--- src/rtl/hdg_pkg.sv ---
package hdg_pkg;
  // Boundary cause, kept for readability of the line timer
  typedef enum logic [1:0] {
    BND_NONE  = 2'd0,
    BND_STROBE = 2'd1,
    BND_WRAP  = 2'd2
  } bnd_e;

  // Captured per-line settings
  typedef struct packed {
    logic [11:0] period;
    logic [7:0]  duty;
    logic [7:0]  phase;
  } line_cfg_t;
endpackage

--- src/rtl/hdg_line_timer.sv ---
module hdg_line_timer #(
  parameter int CNT_W  = 12,
  parameter int CODE_W = 8
) (
  input  logic              clk,
  input  logic              rst_n,
  input  logic              line_strobe,
  input  logic [CNT_W-1:0]  line_period,
  input  logic [CODE_W-1:0] duty_code,
  input  logic [CODE_W-1:0] phase_code,
  output logic [CNT_W-1:0]  cnt,
  output logic [CNT_W-1:0]  per_q,
  output logic [CODE_W-1:0] duty_q,
  output logic [CODE_W-1:0] phase_q
);
  import hdg_pkg::*;

  bnd_e              bnd;
  logic [CNT_W-1:0]  cnt_d, per_d;
  logic [CODE_W-1:0] duty_d, phase_d;
  logic              cfg_en;

  // Boundary detection: strobe wins over self wrap
  always_comb begin
    if (line_strobe)
      bnd = BND_STROBE;
    else if ((per_q != '0) && (cnt == per_q - CNT_W'(1)))
      bnd = BND_WRAP;
    else
      bnd = BND_NONE;
  end

  // Next state
  always_comb begin
    cfg_en  = (bnd != BND_NONE);
    cnt_d   = cfg_en ? '0 : cnt + CNT_W'(1);
    per_d   = line_period;
    duty_d  = duty_code;
    phase_d = phase_code;
  end

  // Registers
  always_ff @(posedge clk or negedge rst_n) begin
    if (!rst_n) begin
      cnt     <= '0;
      per_q   <= '0;
      duty_q  <= '0;
      phase_q <= '0;
    end else begin
      cnt <= cnt_d;
      if (cfg_en) begin
        per_q   <= per_d;
        duty_q  <= duty_d;
        phase_q <= phase_d;
      end
    end
  end
endmodule

--- src/rtl/hdg_window.sv ---
module hdg_window #(
  parameter int CNT_W   = 12,
  parameter int CODE_W  = 8,
  parameter int DUTY_LO = 77,
  parameter int DUTY_HI = 179,
  parameter int PH_ZERO = 38,
  parameter int PH_MAX  = 128
) (
  input  logic [CNT_W-1:0]  cnt,
  input  logic [CNT_W-1:0]  per,
  input  logic [CODE_W-1:0] duty,
  input  logic [CODE_W-1:0] phase,
  output logic              active
);
  localparam int PROD_W = CNT_W + CODE_W;

  logic [CODE_W-1:0] duty_c, phase_c, mag;
  logic              lead;
  logic [PROD_W-1:0] len_prod, ph_prod;
  logic [CNT_W-1:0]  low_len, shift;
  logic [CNT_W:0]    start_raw, end_raw;
  logic [CNT_W-1:0]  start_v, end_v;

  always_comb begin
    // Duty clamp and scale
    if (duty < CODE_W'(DUTY_LO))
      duty_c = CODE_W'(DUTY_LO);
    else if (duty > CODE_W'(DUTY_HI))
      duty_c = CODE_W'(DUTY_HI);
    else
      duty_c = duty;
    len_prod = PROD_W'(per) * PROD_W'(duty_c);
    low_len  = len_prod[PROD_W-1:CODE_W];

    // Phase clamp, sign split, scale
    phase_c = (phase > CODE_W'(PH_MAX)) ? CODE_W'(PH_MAX) : phase;
    lead    = (phase_c < CODE_W'(PH_ZERO));
    mag     = lead ? (CODE_W'(PH_ZERO) - phase_c) : (phase_c - CODE_W'(PH_ZERO));
    ph_prod = PROD_W'(per) * PROD_W'(mag);
    shift   = ph_prod[PROD_W-1:CODE_W];

    // Start modulo period
    start_raw = lead ? ({1'b0, per} - {1'b0, shift}) : {1'b0, shift};
    if (start_raw >= {1'b0, per})
      start_raw = start_raw - {1'b0, per};
    start_v = start_raw[CNT_W-1:0];

    // End modulo period
    end_raw = {1'b0, start_v} + {1'b0, low_len};
    if (end_raw >= {1'b0, per})
      end_raw = end_raw - {1'b0, per};
    end_v = end_raw[CNT_W-1:0];

    // Window membership, possibly wrapping past the line end
    if (per == '0)
      active = 1'b0;
    else if (start_v <= end_v)
      active = (cnt >= start_v) && (cnt < end_v);
    else
      active = (cnt >= start_v) || (cnt < end_v);
  end
endmodule

--- src/rtl/hdg_guard.sv ---
module hdg_guard (
  input  logic clk,
  input  logic rst_n,
  input  logic active,
  input  logic drive_en_n,
  input  logic uv_flag,
  input  logic ov_flag,
  output logic hdrive,
  output logic mute_n
);
  logic ov_lat, ov_lat_d, hdrive_d, allow;

  always_comb begin
    ov_lat_d = ov_lat | ov_flag;
    allow    = ~drive_en_n & ~uv_flag & ~ov_flag & ~ov_lat;
    hdrive_d = ~(active & allow);
  end

  always_ff @(posedge clk or negedge rst_n) begin
    if (!rst_n) begin
      ov_lat <= 1'b0;
      hdrive <= 1'b1;
    end else begin
      ov_lat <= ov_lat_d;
      hdrive <= hdrive_d;
    end
  end

  assign mute_n = ~ov_lat;
endmodule

--- src/rtl/hdrive_gen.sv ---
module hdrive_gen #(
  parameter int CNT_W   = 12,
  parameter int CODE_W  = 8,
  parameter int DUTY_LO = 77,
  parameter int DUTY_HI = 179,
  parameter int PH_ZERO = 38,
  parameter int PH_MAX  = 128
) (
  input  logic              clk,
  input  logic              rst_n,
  input  logic              line_strobe,
  input  logic [CNT_W-1:0]  line_period,
  input  logic [CODE_W-1:0] duty_code,
  input  logic [CODE_W-1:0] phase_code,
  input  logic              drive_en_n,
  input  logic              uv_flag,
  input  logic              ov_flag,
  output logic              hdrive,
  output logic              mute_n
);
  logic [CNT_W-1:0]  cnt, per_q;
  logic [CODE_W-1:0] duty_q, phase_q;
  logic              active;

  hdg_line_timer #(.CNT_W(CNT_W), .CODE_W(CODE_W)) u_timer (
    .clk(clk), .rst_n(rst_n), .line_strobe(line_strobe),
    .line_period(line_period), .duty_code(duty_code), .phase_code(phase_code),
    .cnt(cnt), .per_q(per_q), .duty_q(duty_q), .phase_q(phase_q)
  );

  hdg_window #(
    .CNT_W(CNT_W), .CODE_W(CODE_W), .DUTY_LO(DUTY_LO), .DUTY_HI(DUTY_HI),
    .PH_ZERO(PH_ZERO), .PH_MAX(PH_MAX)
  ) u_window (
    .cnt(cnt), .per(per_q), .duty(duty_q), .phase(phase_q), .active(active)
  );

  hdg_guard u_guard (
    .clk(clk), .rst_n(rst_n), .active(active), .drive_en_n(drive_en_n),
    .uv_flag(uv_flag), .ov_flag(ov_flag), .hdrive(hdrive), .mute_n(mute_n)
  );
endmodule

--- config.mk ---
export PLATFORM = sky130hd
export DESIGN_NAME = hdrive_gen
export DESIGN_NICKNAME = d
export VERILOG_FILES = /design/src/rtl/hdg_pkg.sv /design/src/rtl/hdg_line_timer.sv /design/src/rtl/hdg_window.sv /design/src/rtl/hdg_guard.sv /design/src/rtl/hdrive_gen.sv
export SDC_FILE = /design/constraint.sdc
export NUM_CORES = 1
export LEC_CHECK = 0
export ABC_AREA = 1
export BUFFER_PORTS_ARGS = -buffer_cell sky130_fd_sc_hd__buf_2
export CAP_MARGIN = 5
export CORE_MARGIN = 2
export CORE_UTILIZATION = 34
export CTS_BUF_LIST = sky130_fd_sc_hd__clkbuf_4 sky130_fd_sc_hd__clkbuf_8
export DETAILED_ROUTE_END_ITERATION = 10
export PLACE_DENSITY = 0.49
export SLEW_MARGIN = 20
export SYNTH_ARGS = -nofsm -noshare
export SYNTH_HDL_FRONTEND = slang
export SYNTH_SLANG_ARGS = --single-unit
--- constraint.sdc ---
create_clock -name clk -period 23.4 [get_ports clk]
set_input_delay 4.68 -clock clk [delete_from_list [all_inputs] [get_ports clk]]
set_output_delay 4.68 -clock clk [all_outputs]
set_load 0.01 [all_outputs]
== Word-level counts from Yosys, hierarchy flattened ==
Index checks and enable logic that the tools add are counted.
Widths: inputs -> output; s select.

* Bits in registers: 42
* Bits of input ports: 34
* Output and inout bits: 2
* Logic and storage cells: 54

* Add/sub/neg operators: 8
* Multiply operators: 2
* Order comparisons: 9
* Eq/ne operators: 1
* Multiplexer cells: 12
* Bitwise gates (word level): 10
* Reductions and logical operators: 6

{| class="wikitable"
|+ Operators by type and width
! operator !! number
|-
| $mul 12x8->20 || 2
|-
| $mux 12 || 3
|-
| $mux 8 || 4
|-
| $ge 13x12->1 || 2
|-
| $sub 12x12->12 || 2
|-
| $gt 8x8->1 const B || 2
|-
| $add 12x12->13 || 1
|-
| $mux 13 || 1
|-
| $sub 12x12->13 || 1
|-
| $add 12x1->12 const B || 1
|-
| $eq 12x12->1 || 1
|-
| $ge 12x12->1 || 1
|-
| $le 12x12->1 || 1
|-
| $logic_not 12->1 || 1
|-
| $lt 12x12->1 || 1
|-
| $reduce_bool 12->1 || 1
|-
| $sub 12x1->12 const B || 1
|-
| $lt 8x6->1 const B || 1
|-
| $lt 8x7->1 const B || 1
|-
| $sub 6x8->8 const A || 1
|-
| $sub 8x6->8 const B || 1
|-
| $not 1->1 || 5
|-
| $and 1x1->1 || 4
|-
| $mux 2 || 2
|-
| other kinds (5) || 7
|}

== Depth between registers and ports, before layout ==
Gate-level depths: netlist (run 1).

* Depth after elaboration: 18
* Depth in mapped cells: 90
* Depth with buffers taken out: 87

== By module ==
A second synthesis (run 1) with hierarchy kept.

* Cell total of the unflattened synthesis: 1,674
* Area, all modules: 11,717.5 sq um

{| class="wikitable"
|+ Modules (own cells, without submodules)
! module !! times used !! cells each !! area an instance (sq um) !! sequential area each (sq um)
|-
| hdg_window || 1 || 1,369 || 9,480.3 || 0.0
|-
| hdg_line_timer || 1 || 298 || 2,163.3 || 1,001.0
|-
| hdg_guard || 1 || 7 || 73.8 || 51.3
|}

== Least setup slack after synthesis (run 1) ==
Ideal clock, no wire load.

* Path type: flip-flop to flip-flop
* From: register u_timer.phase_q[7]
* To: register u_guard.hdrive
* Library setup time: 0.076 ns
* Data arrival time: 12.017 ns
* Data required time: 23.324 ns
* Path slack: 11.308 ns
* Stages on the path, launching flop included: 75
* Path buffers: 1
* Period minus slack after synthesis: 12.092 ns
* Cell sequence: dfrtp_1 > inv_4 > nand2_1 > inv_1 > ha_1 > inv_1 > o21ai_0 > nand2_1 > nand2_1 > o21ai_0 > xor2_1 > inv_1 > nand2_1 > fa_1 > fa_1 > inv_1 > fa_1 > fa_1 > [... 39 more ...] > xor2_1 > inv_1 > ha_1 > a21oi_1 > o21ai_0 > o21bai_1 > nand2_1 > nand2_1 > clkbuf_1 > o21ai_0 > ha_1 > a21oi_1 > nor2_1 > a211oi_1 > nand3_1 > or2_0 > nand2_1 > nand2_1

* Word-level cells in the longest chain between the ends: 18
* Elaborated cells on any way between the ends: 25
* Those cells by class: add/sub: 6; mul: 1; order compare: 7; mux: 7; bitwise: 2; reduce/logical: 2

{| class="wikitable"
|+ RTL lines
! item !! line !! RTL
|-
| from (decl) || hdg_line_timer.sv:14 || <nowiki>output logic [CODE_W-1:0] phase_q</nowiki>
|-
| from (signal assigned) || hdg_line_timer.sv:54 || <nowiki>phase_q <= phase_d;</nowiki>
|-
| $gt 8x8->1 || hdg_window.sv:36 || <nowiki>phase_c = (phase > CODE_W'(PH_MAX)) ? CODE_W'(PH_MAX) : phase;</nowiki>
|-
| $mux 8 (*) || hdg_window.sv:36 ||
|-
| $sub 8x6->8 (tied with other cells) || hdg_window.sv:38 || <nowiki>mag = lead ? (CODE_W'(PH_ZERO) - phase_c) : (phase_c - CODE_W'(PH_ZERO));</nowiki>
|-
| $mux 8 || hdg_window.sv:38 ||
|-
| $mul 12x8->20 || hdg_window.sv:39 || <nowiki>ph_prod = PROD_W'(per) * PROD_W'(mag);</nowiki>
|-
| $sub 12x12->13 || hdg_window.sv:43 || <nowiki>start_raw = lead ? ({1'b0, per} - {1'b0, shift}) : {1'b0, shift};</nowiki>
|-
| $mux 13 (*) || hdg_window.sv:43 ||
|-
| $sub 12x12->12 or $ge 13x12->1 (tied branches) || hdg_window.sv:45, hdg_window.sv:44 ||
|-
| [... 3 more ...] || n/a ||
|-
| $mux 12 || hdg_window.sv:50 || <nowiki>if (end_raw >= {1'b0, per})</nowiki>
|-
| $lt 12x12->1 || hdg_window.sv:58, hdg_window.sv:60 ||
|-
| $logic_or 1x1->1 or $logic_and 1x1->1 (tied branches) || hdg_window.sv:60, hdg_window.sv:58 ||
|-
| $mux 1 (*) || hdg_window.sv:57 || <nowiki>else if (start_v <= end_v)</nowiki>
|-
| $mux 1 (*) || hdg_window.sv:55 || <nowiki>if (per == '0)</nowiki>
|-
| $and 1x1->1 (*) || hdg_guard.sv:16 || <nowiki>hdrive_d = ~(active & allow);</nowiki>
|-
| $not 1->1 (*) || hdg_guard.sv:16 ||
|-
| named net u_guard.hdrive_d || hdg_guard.sv:11 || <nowiki>logic ov_lat, ov_lat_d, hdrive_d, allow;</nowiki>
|-
| to (signal assigned) || hdg_guard.sv:25 || <nowiki>hdrive <= hdrive_d;</nowiki>
|-
| to (decl) || hdg_guard.sv:8 || <nowiki>output logic hdrive,</nowiki>
|}

The timed path passes the listed nets; every way through them passes the cells marked *.
A chain may end at the register's enable or synchronous reset.

== Worst setup path after layout (run 1) ==
Ends and elaborated chain as after synthesis.

==> results.json, run 1 <==
{
  "hp-class": "register to register",
  "wl_um": 33500,
  "critPathMaxStageDelay_ns": 0.73,
  "fin_skew_ns": 0.0175,
  "multi_input_area_um2": 9010,
  "clkSinkCount": 42,
  "yosysSeqAreaShare": 0.0927,
  "cpMostUsedCell": "nand2_1",
  "crit_type": "register to register",
  "dr.first_iter.drc_count": 654,
  "synth_edf_count": 0,
  "grt.total_usage": 0.198,
  "async_flop_share": 1.00,
  "vias": 9873,
  "place_hpwl_um": 27200,
  "nets": 1870,
  "grt_pass1_wl_um": 54600,
  "ys_warn_count": 0,
  "tightest_slew_ns": 0.934,
  "max_slew_margin": 0.373,
  "crit_required_ns": 23.66,
  "antenna_found_initial": 0,
  "final_cells": 1996,
  "ctsHoldBuffers": 0,
  "status": "completed",
  "cts_resized": 0,
  "dp_cells": 1988,
  "hold_violations": 0,
  "cap_violations": 0,
  "drv_slew": 0,
  "period_minus_slack_ns": 15.64,
  "row_count": 66,
  "cts_tree": "yes",
  "viasPerCell": 4.95,
  "cp_max_fo": 25,
  "grt_pass1_vias": 9951,
  "core_area_um2": 32700,
  "die_h_um": 187,
  "ant_nets": 0,
  "ys_types": 61,
  "dieArea_um2": 34800,
  "clkLatencyLatePin_ns": 0.32,
  "setup-tns-final_ns": 0,
  "post_cts.repair.setup_buffers": 0,
  "ys_ff_latch": 42,
  "diodes": 0,
  "place_area_um2": 11900,
  "routabilityCongestion": 0.936,
  "nFillCells": 3606,
  "overflow": 0,
  "ys.flop_type": "dfrtp_1",
  "drc": 0,
  "cts_max_level": 2,
  "cts.clk_slew.worst_paths_ns": 0.09,
  "syn-cell-area_um2": 11300,
  "syn-num-nets": 1860,
  "grt_max_degree": 63,
  "numCtsBuffers": 5,
  "ioPinCount": 36,
  "port_buffers": 35,
  "drive_above_1_share": 0.0753,
  "cp_slowest_cell": "xor2_1",
  "start_kind": "register",
  "worst_slack_ns": 7.76,
  "synth_top_area_cell": "fa_1",
  "netlist.area_leader.share": 0.215,
  "avgSynthCellArea_um2": 7.35,
  "cts_root_buf": "clkbuf_8",
  "stdcell_area_um2": 12000,
  "ctsLongestPathBuffers": 2,
  "rsz0062_at_grt": "false",
  "end_kind": "register",
  "drt-pass1-iter-count": 7,
  "initial_utilization": 0.347,
  "wire_per_inst_um": 16.8,
  "setup_viol": 0,
  "place_ws_ns": 8.02,
  "die_w_um": 187,
  "syn_to_final_growth_pct": 6.14,
  "max_freq_mhz": 63.9,
  "synth_area_leaders": "fa_1 (22%), ha_1 (18%), nand2_1 (10%), inv_1 (9.1%), dfrtp_1 (9.0%)",
  "post-route-period-util": 0.668,
  "regArea_um2": 1050,
  "crit_arrival_ns": 15.90,
  "synthCells": 1543
}
## area by class of cell
cell class,instances,area share
timing repair buffer,42,0.0191
clock inverter,3,0.00332
tap,442,0.0459
inverter,289,0.0903
clock buffer,5,0.00571
multi-input combinational,1173,0.748
sequential,42,0.0874
## synthesized netlist by cell type, types with 2 or more instances
library cell	n
a31oi_1	3
inv_2	10
nand4_1	21
a21oi_1	78
nand3_2	2
nand2_4	5
nand2_2	10
a211oi_1	6
clkbuf_1	22
inv_1	274
and2_1	2
xnor2_1	29
nor3_2	2
o211ai_1	5
dfrtp_1	41
nor3_1	14
buf_2	9
o2111ai_1	3
ha_1	161
o21a_1	5
xor2_2	2
nand2_1	317
clkinv_1	4
nand3_1	55
and3_1	2
a21o_1	11
buf_4	4
o21ai_1	28
nor4_1	3
o21ai_2	4
o21ai_0	44
buf_6	3
nor2_1	147
fa_1	122
or2_2	16
a21boi_0	2
a21oi_2	2
nor3b_1	2
xor2_1	45
o21bai_1	6
nand4_2	2
## placed cells by master (no fill, tap or decap), types with 14 or more instances in the layout
| master | Yosys | routed |
|---|---|---|
| nand2_1 | 317 | 317 |
| nor2_1 | 147 | 147 |
| dfrtp_1 | 41 | 41 |
| buf_2 | 9 | 34 |
| o21ai_0 | 44 | 44 |
| a21oi_1 | 78 | 78 |
| or2_2 | 16 | 16 |
| xnor2_1 | 29 | 29 |
| ha_1 | 161 | 161 |
| nand3_1 | 55 | 55 |
| nand4_1 | 21 | 21 |
| o21ai_1 | 28 | 28 |
| fa_1 | 122 | 122 |
| nor3_1 | 14 | 14 |
| inv_1 | 274 | 274 |
| xor2_1 | 45 | 45 |
## critical path, delay by kind of cell, from the launching register on
| family | cells | cell delay (ns) |
|---|---|---|
| adder cells (fa/ha/maj) | 11 | 4.41 |
| AND/OR/NAND/NOR | 30 | 3.94 |
| AO/OA/AOI/OAI | 18 | 3.77 |
| buffers and inverters | 9 | 1.60 |
| XOR/XNOR | 3 | 1.38 |
| flip-flops | 1 | 0.43 |
## layer usage
layer	wire length, µm	GRT usage	vias up	share of wire
li1	-	-	4896	-
met2	14700	0.318	218	0.44
met5	0	0	-	0
met3	1460	0.0186	32	0.044
met4	570	0.0379	0	0.017
met1	16800	0.291	4727	0.50
## cell families (layout without fill, tap and decap cells)
kind of cell | Yosys count | in the layout | share of synthesized area
xor+xnor | 77 | 77 | 0.0614
simple gates | 607 | 607 | 0.233
fa+ha+maj | 283 | 283 | 0.393
compound gates | 204 | 204 | 0.104
mux | 2 | 2 | 0.00287
flops | 42 | 42 | 0.0927
buf+inv | 328 | 339 | 0.113
## state kept, by name, indices dropped and copies added (netlist names)
name and count:
u_guard.ov_lat 1, u_timer.duty_q 8, u_timer.cnt 12, u_guard.hdrive 1
u_timer.per_q 12, u_timer.phase_q 8
## stage by stage
step            util  hold WS (ns)
2_1_floorplan      -         0.450
3_5_place_dp   0.365         0.470
6_report       0.368         0.492
5_1_grt        0.368         0.517
3_3_place_gp   0.365         0.466
4_1_cts        0.368         0.492
## final timing paths
path                                    start  slack, ns                end  cells past startpoint
hold reg to reg                u_guard.ov_lat       0.49     u_guard.ov_lat                      1
min in group asynchronous               rst_n       4.35     u_timer.cnt[4]                      1
setup / recovery           u_timer.phase_q[7]       7.76     u_guard.hdrive                     71
max in group asynchronous               rst_n      18.66  u_timer.duty_q[2]                      1
hold / removal                 u_guard.ov_lat       0.49     u_guard.ov_lat                      1
setup reg to reg           u_timer.phase_q[7]       7.76     u_guard.hdrive                     71
Power of run 1 is left out: the tool's default activity adds up to more than one toggle a clock period on the data nets, which glitch-free logic cannot reach.
==> inputs of run 2 (changes only) <==
--- a/config.mk
+++ b/config.mk
@@ -5,7 +5,7 @@
 export SDC_FILE = /design/constraint.sdc
 export NUM_CORES = 1
 export LEC_CHECK = 0
-export ABC_AREA = 1
+export ABC_AREA = 0
 export BUFFER_PORTS_ARGS = -buffer_cell sky130_fd_sc_hd__buf_2
 export CAP_MARGIN = 5
 export CORE_MARGIN = 2
==> constraint.sdc (replaced) <==
create_clock -name clk -period 14.9 [get_ports clk]
set_input_delay 2.98 -clock clk [delete_from_list [all_inputs] [get_ports clk]]
set_output_delay 2.98 -clock clk [all_outputs]
set_load 0.01 [all_outputs]
==> results.json, run 2 <==
{
  "ys_top_cells_by_count": "inv_1 (203), ha_1 (161), fa_1 (122), nand2_1 (118), nor2_1 (106)",
  "cts_max_level": 2,
  "initial_utilization": 0.345,
  "crit_required_ns": 15.18,
  "cpMostUsedCell": "ha_1",
  "max_slew_margin": 0.415,
  "synth_area_leaders": "fa_1 (22%), ha_1 (18%), dfrtp_1 (9.1%), inv_1 (6.8%), and2_1 (4.6%)",
  "crit_arrival_ns": 14.31,
  "cap_violations": 0,
  "final_cells": 1839,
  "final_cell_mix": "inv_1 (203), ha_1 (161), fa_1 (122)",
  "syn_to_final_growth_pct": 10.5,
  "setup_viol": 0,
  "dr_wl_met3_um": 1000,
  "core_area_um2": 32500,
  "ioPinCount": 36,
  "grt_pass1_vias": 9445,
  "drc": 0,
  "yosysSeqAreaShare": 0.0937,
  "dr.first_iter.drc_count": 452,
  "synth_top_area_cell": "fa_1",
  "row_count": 66,
  "nets": 1713,
  "grt.total_usage": 0.195,
  "dieArea_um2": 34500,
  "highest_layer": "met4",
  "wl_um": 32100,
  "end_kind": "register",
  "drt-pass1-iter-count": 5,
  "drive_above_1_share": 0.121,
  "post-route-period-util": 0.942,
  "nFillCells": 3458,
  "period_minus_slack_ns": 14.03,
  "routabilityCongestion": 0.824,
  "vias": 9389,
  "syn-num-nets": 1672,
  "hold_violations": 0,
  "layout_commonest_cell": "inv_1",
  "hp-class": "register to register",
  "synth_edf_count": 0,
  "max_freq_mhz": 71.3,
  "grt_max_degree": 43,
  "avgSynthCellArea_um2": 8.29,
  "place_area_um2": 12000,
  "syn-cell-area_um2": 11200,
  "multi_input_area_um2": 9380,
  "drv_slew": 0,
  "met1_length_um": 15600,
  "place_hpwl_um": 25600,
  "met2_length_um": 15200,
  "crit_type": "register to register",
  "cp_slowest_cell": "fa_1",
  "cp_max_fo": 8,
  "ys_warn_count": 0,
  "cts_tree": "yes",
  "cts_root_buf": "clkbuf_8",
  "regArea_um2": 1050,
  "critPathMaxStageDelay_ns": 0.56,
  "synth_most_common_cell": "inv_1",
  "ys_types": 70,
  "synthCells": 1355,
  "ctsLongestPathBuffers": 2,
  "start_kind": "register",
  "port_buffers": 35,
  "stdcell_area_um2": 12400,
  "tightest_slew_ns": 0.878,
  "dp_cells": 1816,
  "antenna_found_initial": 1,
  "clkLatencyLatePin_ns": 0.36,
  "overflow": 0,
  "ant_nets": 0,
  "die_w_um": 186,
  "ctsHoldBuffers": 0,
  "largestRegisters": "u_timer.cnt: 12 flops, u_timer.per_q: 12 flops",
  "ys_ff_latch": 42,
  "wire_per_inst_um": 17.4,
  "numCtsBuffers": 5,
  "cts.clk_slew.worst_paths_ns": 0.09,
  "grt_pass1_wl_um": 51800,
  "diodes": 0,
  "status": "completed",
  "fin_skew_ns": 0.0178,
  "viasPerCell": 5.11,
  "clkSinkCount": 42,
  "netlist.area_leader.share": 0.217,
  "setup-tns-final_ns": 0,
  "ys.flop_type": "dfrtp_1",
  "async_flop_share": 1.00,
  "die_h_um": 186
}
-- run 2: cell count changes in the layout (fill, tap and decap cells not counted), sizes merged, moves of 36 or more --
cell   change
nand2    -214
inv       -82
and2      +81
nor2      -42
buf       +41
nand3     -38
mux2      +36
-- run 2: area by class of cell --
class / count / share of cell area
clock buffer: 6 / 0.00615
clock inverter: 2 / 0.00303
multi-input combinational: 1060 / 0.756
tap: 442 / 0.0446
sequential: 42 / 0.0850
timing repair buffer: 83 / 0.0432
inverter: 204 / 0.0617
-- run 2: critical path: cells and delay by family, from the launching register on --
family,cells,cell delay (ns)
simple gates,14,1.72
flops,1,0.45
xor+xnor,3,0.53
mux,1,0.39
compound gates,28,5.34
buf+inv,6,0.88
fa+ha+maj,12,4.63
-- run 2: kinds of logic (layout without fill, tap and decap cells) --
logic type / Yosys count / in the layout / share of synthesized area
AO/OA/AOI/OAI: 214 / 215 / 0.122
XOR/XNOR: 74 / 74 / 0.0577
adder cells (fa/ha/maj): 286 / 286 / 0.400
buffers and inverters: 254 / 295 / 0.0859
flip-flops: 42 / 42 / 0.0937
multiplexers: 54 / 54 / 0.0525
AND/OR/NAND/NOR: 431 / 431 / 0.188
-- run 2: through the flow --
step	hold WS [ns]	worst slack (ns)	util
finish	0.497	0.865	0.381
global placement	0.473	0.415	0.370
global route	0.532	-0.0788	0.381
CTS	0.497	0.138	0.373
floorplan	0.451	0.980	-
detailed placement	0.474	-0.161	0.370
-- run 2: path summary, 6_finish.rpt --
kind	cells past startpoint	slack (ns)	start	to
hold / removal	1	0.50	u_guard.ov_lat	u_guard.ov_lat
max in group asynchronous	2	11.68	rst_n	u_timer.phase_q[7]
hold reg to reg	1	0.50	u_guard.ov_lat	u_guard.ov_lat
min in group asynchronous	2	2.73	rst_n	u_timer.per_q[11]
setup reg to reg	64	0.87	u_timer.phase_q[7]	u_guard.hdrive
setup / recovery	64	0.87	u_timer.phase_q[7]	u_guard.hdrive
-- run 2: layer usage --
metal,up-vias,track usage
met2,167,0.329
li1,4531,-
met5,-,0
met1,4664,0.273
met4,0,0.0290
met3,27,0.0215
-- run 2: repair_timing --
| item | CTS | global route |
|---|---|---|
| cloned | 0 | 1 |
| setup endpoints to repair | 1 | 1 |
| pin swaps | 0 | 11 |
| resized for setup | 2 | 39 |
| setup buffers | 0 | 14 |
Power of run 2 is left out for the same reason.
==> inputs of run 3 (changes only) <==
--- a/config.mk
+++ b/config.mk
@@ -12,7 +12,6 @@
 export CORE_UTILIZATION = 34
 export CTS_BUF_LIST = sky130_fd_sc_hd__clkbuf_4 sky130_fd_sc_hd__clkbuf_8
 export DETAILED_ROUTE_END_ITERATION = 10
-export PLACE_DENSITY = 0.49
 export SLEW_MARGIN = 20
 export SYNTH_ARGS = -nofsm -noshare
 export SYNTH_HDL_FRONTEND = slang
==> results.json, run 3 (synthesis results as in run 2) <==
{
  "status": "completed",
  "post-route-period-util": 0.943,
  "row_count": 66,
  "die_w_um": 186,
  "start_kind": "register",
  "place_hpwl_um": 24000,
  "final_cell_mix": "inv_1 (203), ha_1 (161), fa_1 (122)",
  "vias": 9306,
  "worst_slack_ns": 0.853,
  "max_freq_mhz": 71.2,
  "drt-pass1-iter-count": 6,
  "drv_slew": 0,
  "tightest_slew_ns": 0.914,
  "initial_utilization": 0.345,
  "nets": 1700,
  "overflow": 0,
  "largestRegisters": "u_timer.cnt: 12 flops, u_timer.per_q: 12 flops",
  "viasPerCell": 5.10,
  "fin_skew_ns": 0.00939,
  "dr.first_iter.drc_count": 499,
  "cap_violations": 0,
  "syn_to_final_growth_pct": 8.84,
  "cts_max_level": 2,
  "clkLatencyLatePin_ns": 0.34,
  "setup_viol": 0,
  "port_buffers": 35,
  "grt_pass1_vias": 9473,
  "drc": 0,
  "cts_tree": "yes",
  "place_ws_ns": 0.341,
  "holdPathStages": 1,
  "grt_max_degree": 43,
  "ctsLongestPathBuffers": 2,
  "layout_commonest_cell": "inv_1",
  "end_kind": "register",
  "crit_arrival_ns": 14.30,
  "grt.total_usage": 0.187,
  "routabilityCongestion": 0.924,
  "ctsHoldBuffers": 0,
  "cpMostUsedCell": "ha_1",
  "cp_max_fo": 11,
  "diodes": 0,
  "die_h_um": 186,
  "ioPinCount": 36,
  "hp-class": "register to register",
  "max_slew_margin": 0.389,
  "crit_required_ns": 15.16,
  "clkSinkCount": 42,
  "crit_type": "register to register",
  "grt_pass1_wl_um": 50000,
  "drive_above_1_share": 0.106,
  "rr_worst_depth": 59,
  "core_area_um2": 32500,
  "hold_violations": 0,
  "wire_per_inst_um": 16.8,
  "met3_usage": 0.0288,
  "ant_nets": 0,
  "dieArea_um2": 34500,
  "met2_usage": 0.310,
  "cp_slowest_cell": "fa_1",
  "antenna_found_initial": 0,
  "grtUsageMet1": 0.254,
  "cts.clk_slew.worst_paths_ns": 0.09,
  "critPathMaxStageDelay_ns": 0.55,
  "gr-max-usage-layer": "met2",
  "wl_um": 30700,
  "holdWs_ns": 0.498,
  "period_minus_slack_ns": 14.05,
  "cts_root_buf": "clkbuf_8",
  "numCtsBuffers": 5
}
run 3: final cells by class:
class / count / area [µm²]
fill: 3416 / 20300
multi-input combinational: 1060 / 9290
sequential: 42 / 1050
inverter: 204 / 766
tap: 442 / 553
timing repair buffer: 70 / 442
clock buffer: 6 / 76.3
clock inverter: 2 / 37.5
run 3: metal layers:
metal,share of wire,routed length (µm),vias up
met3,0.048,1470,45
li1,-,-,4499
met5,0,0,-
met1,0.47,14500,4563
met2,0.45,14000,199
met4,0.026,786,0
run 3: critical path: cells and delay by family, from the launching register on:
| kind | cells | cell delay [ns] |
|---|---|---|
| AOI/OAI and AO/OA | 31 | 6.25 |
| xor gates and xnor gates | 3 | 0.67 |
| adders and majority gates | 11 | 4.28 |
| buffers and inverters | 4 | 0.45 |
| DFF | 1 | 0.50 |
| muxes | 1 | 0.32 |
| and+or+nand+nor | 9 | 1.46 |
run 3: worst paths after layout:
path / start / end / slack, ns
setup / recovery: u_timer.phase_q[3] / u_guard.hdrive / 0.85
hold / removal: u_guard.ov_lat / u_guard.ov_lat / 0.50
setup reg to reg: u_timer.phase_q[3] / u_guard.hdrive / 0.85
hold reg to reg: u_guard.ov_lat / u_guard.ov_lat / 0.50
max in group asynchronous: rst_n / u_timer.phase_q[7] / 11.65
min in group asynchronous: rst_n / u_timer.per_q[11] / 2.76
run 3: per-stage QoR:
| stage | TNS (ns) | instance area, µm² | util | std cells |
|---|---|---|---|---|
| 2_1_floorplan | 0 | 11200 | - | 1355 |
| 3_3_place_gp | 0 | 12000 | 0.368 | 1809 |
| 3_5_place_dp | 0 | 12000 | 0.368 | 1809 |
| 4_1_cts | 0 | 12100 | 0.371 | 1817 |
| 5_1_grt | -0.0864 | 12200 | 0.376 | 1826 |
| 6_report | 0 | 12200 | 0.376 | 1826 |
run 3: repair_timing:
| action | CTS | global route |
|---|---|---|
| gates resized for setup | 0 | 24 |
| setup endpoints to repair | 0 | 1 |
| buffers inserted | 0 | 8 |
Power of run 3 is left out for the same reason.
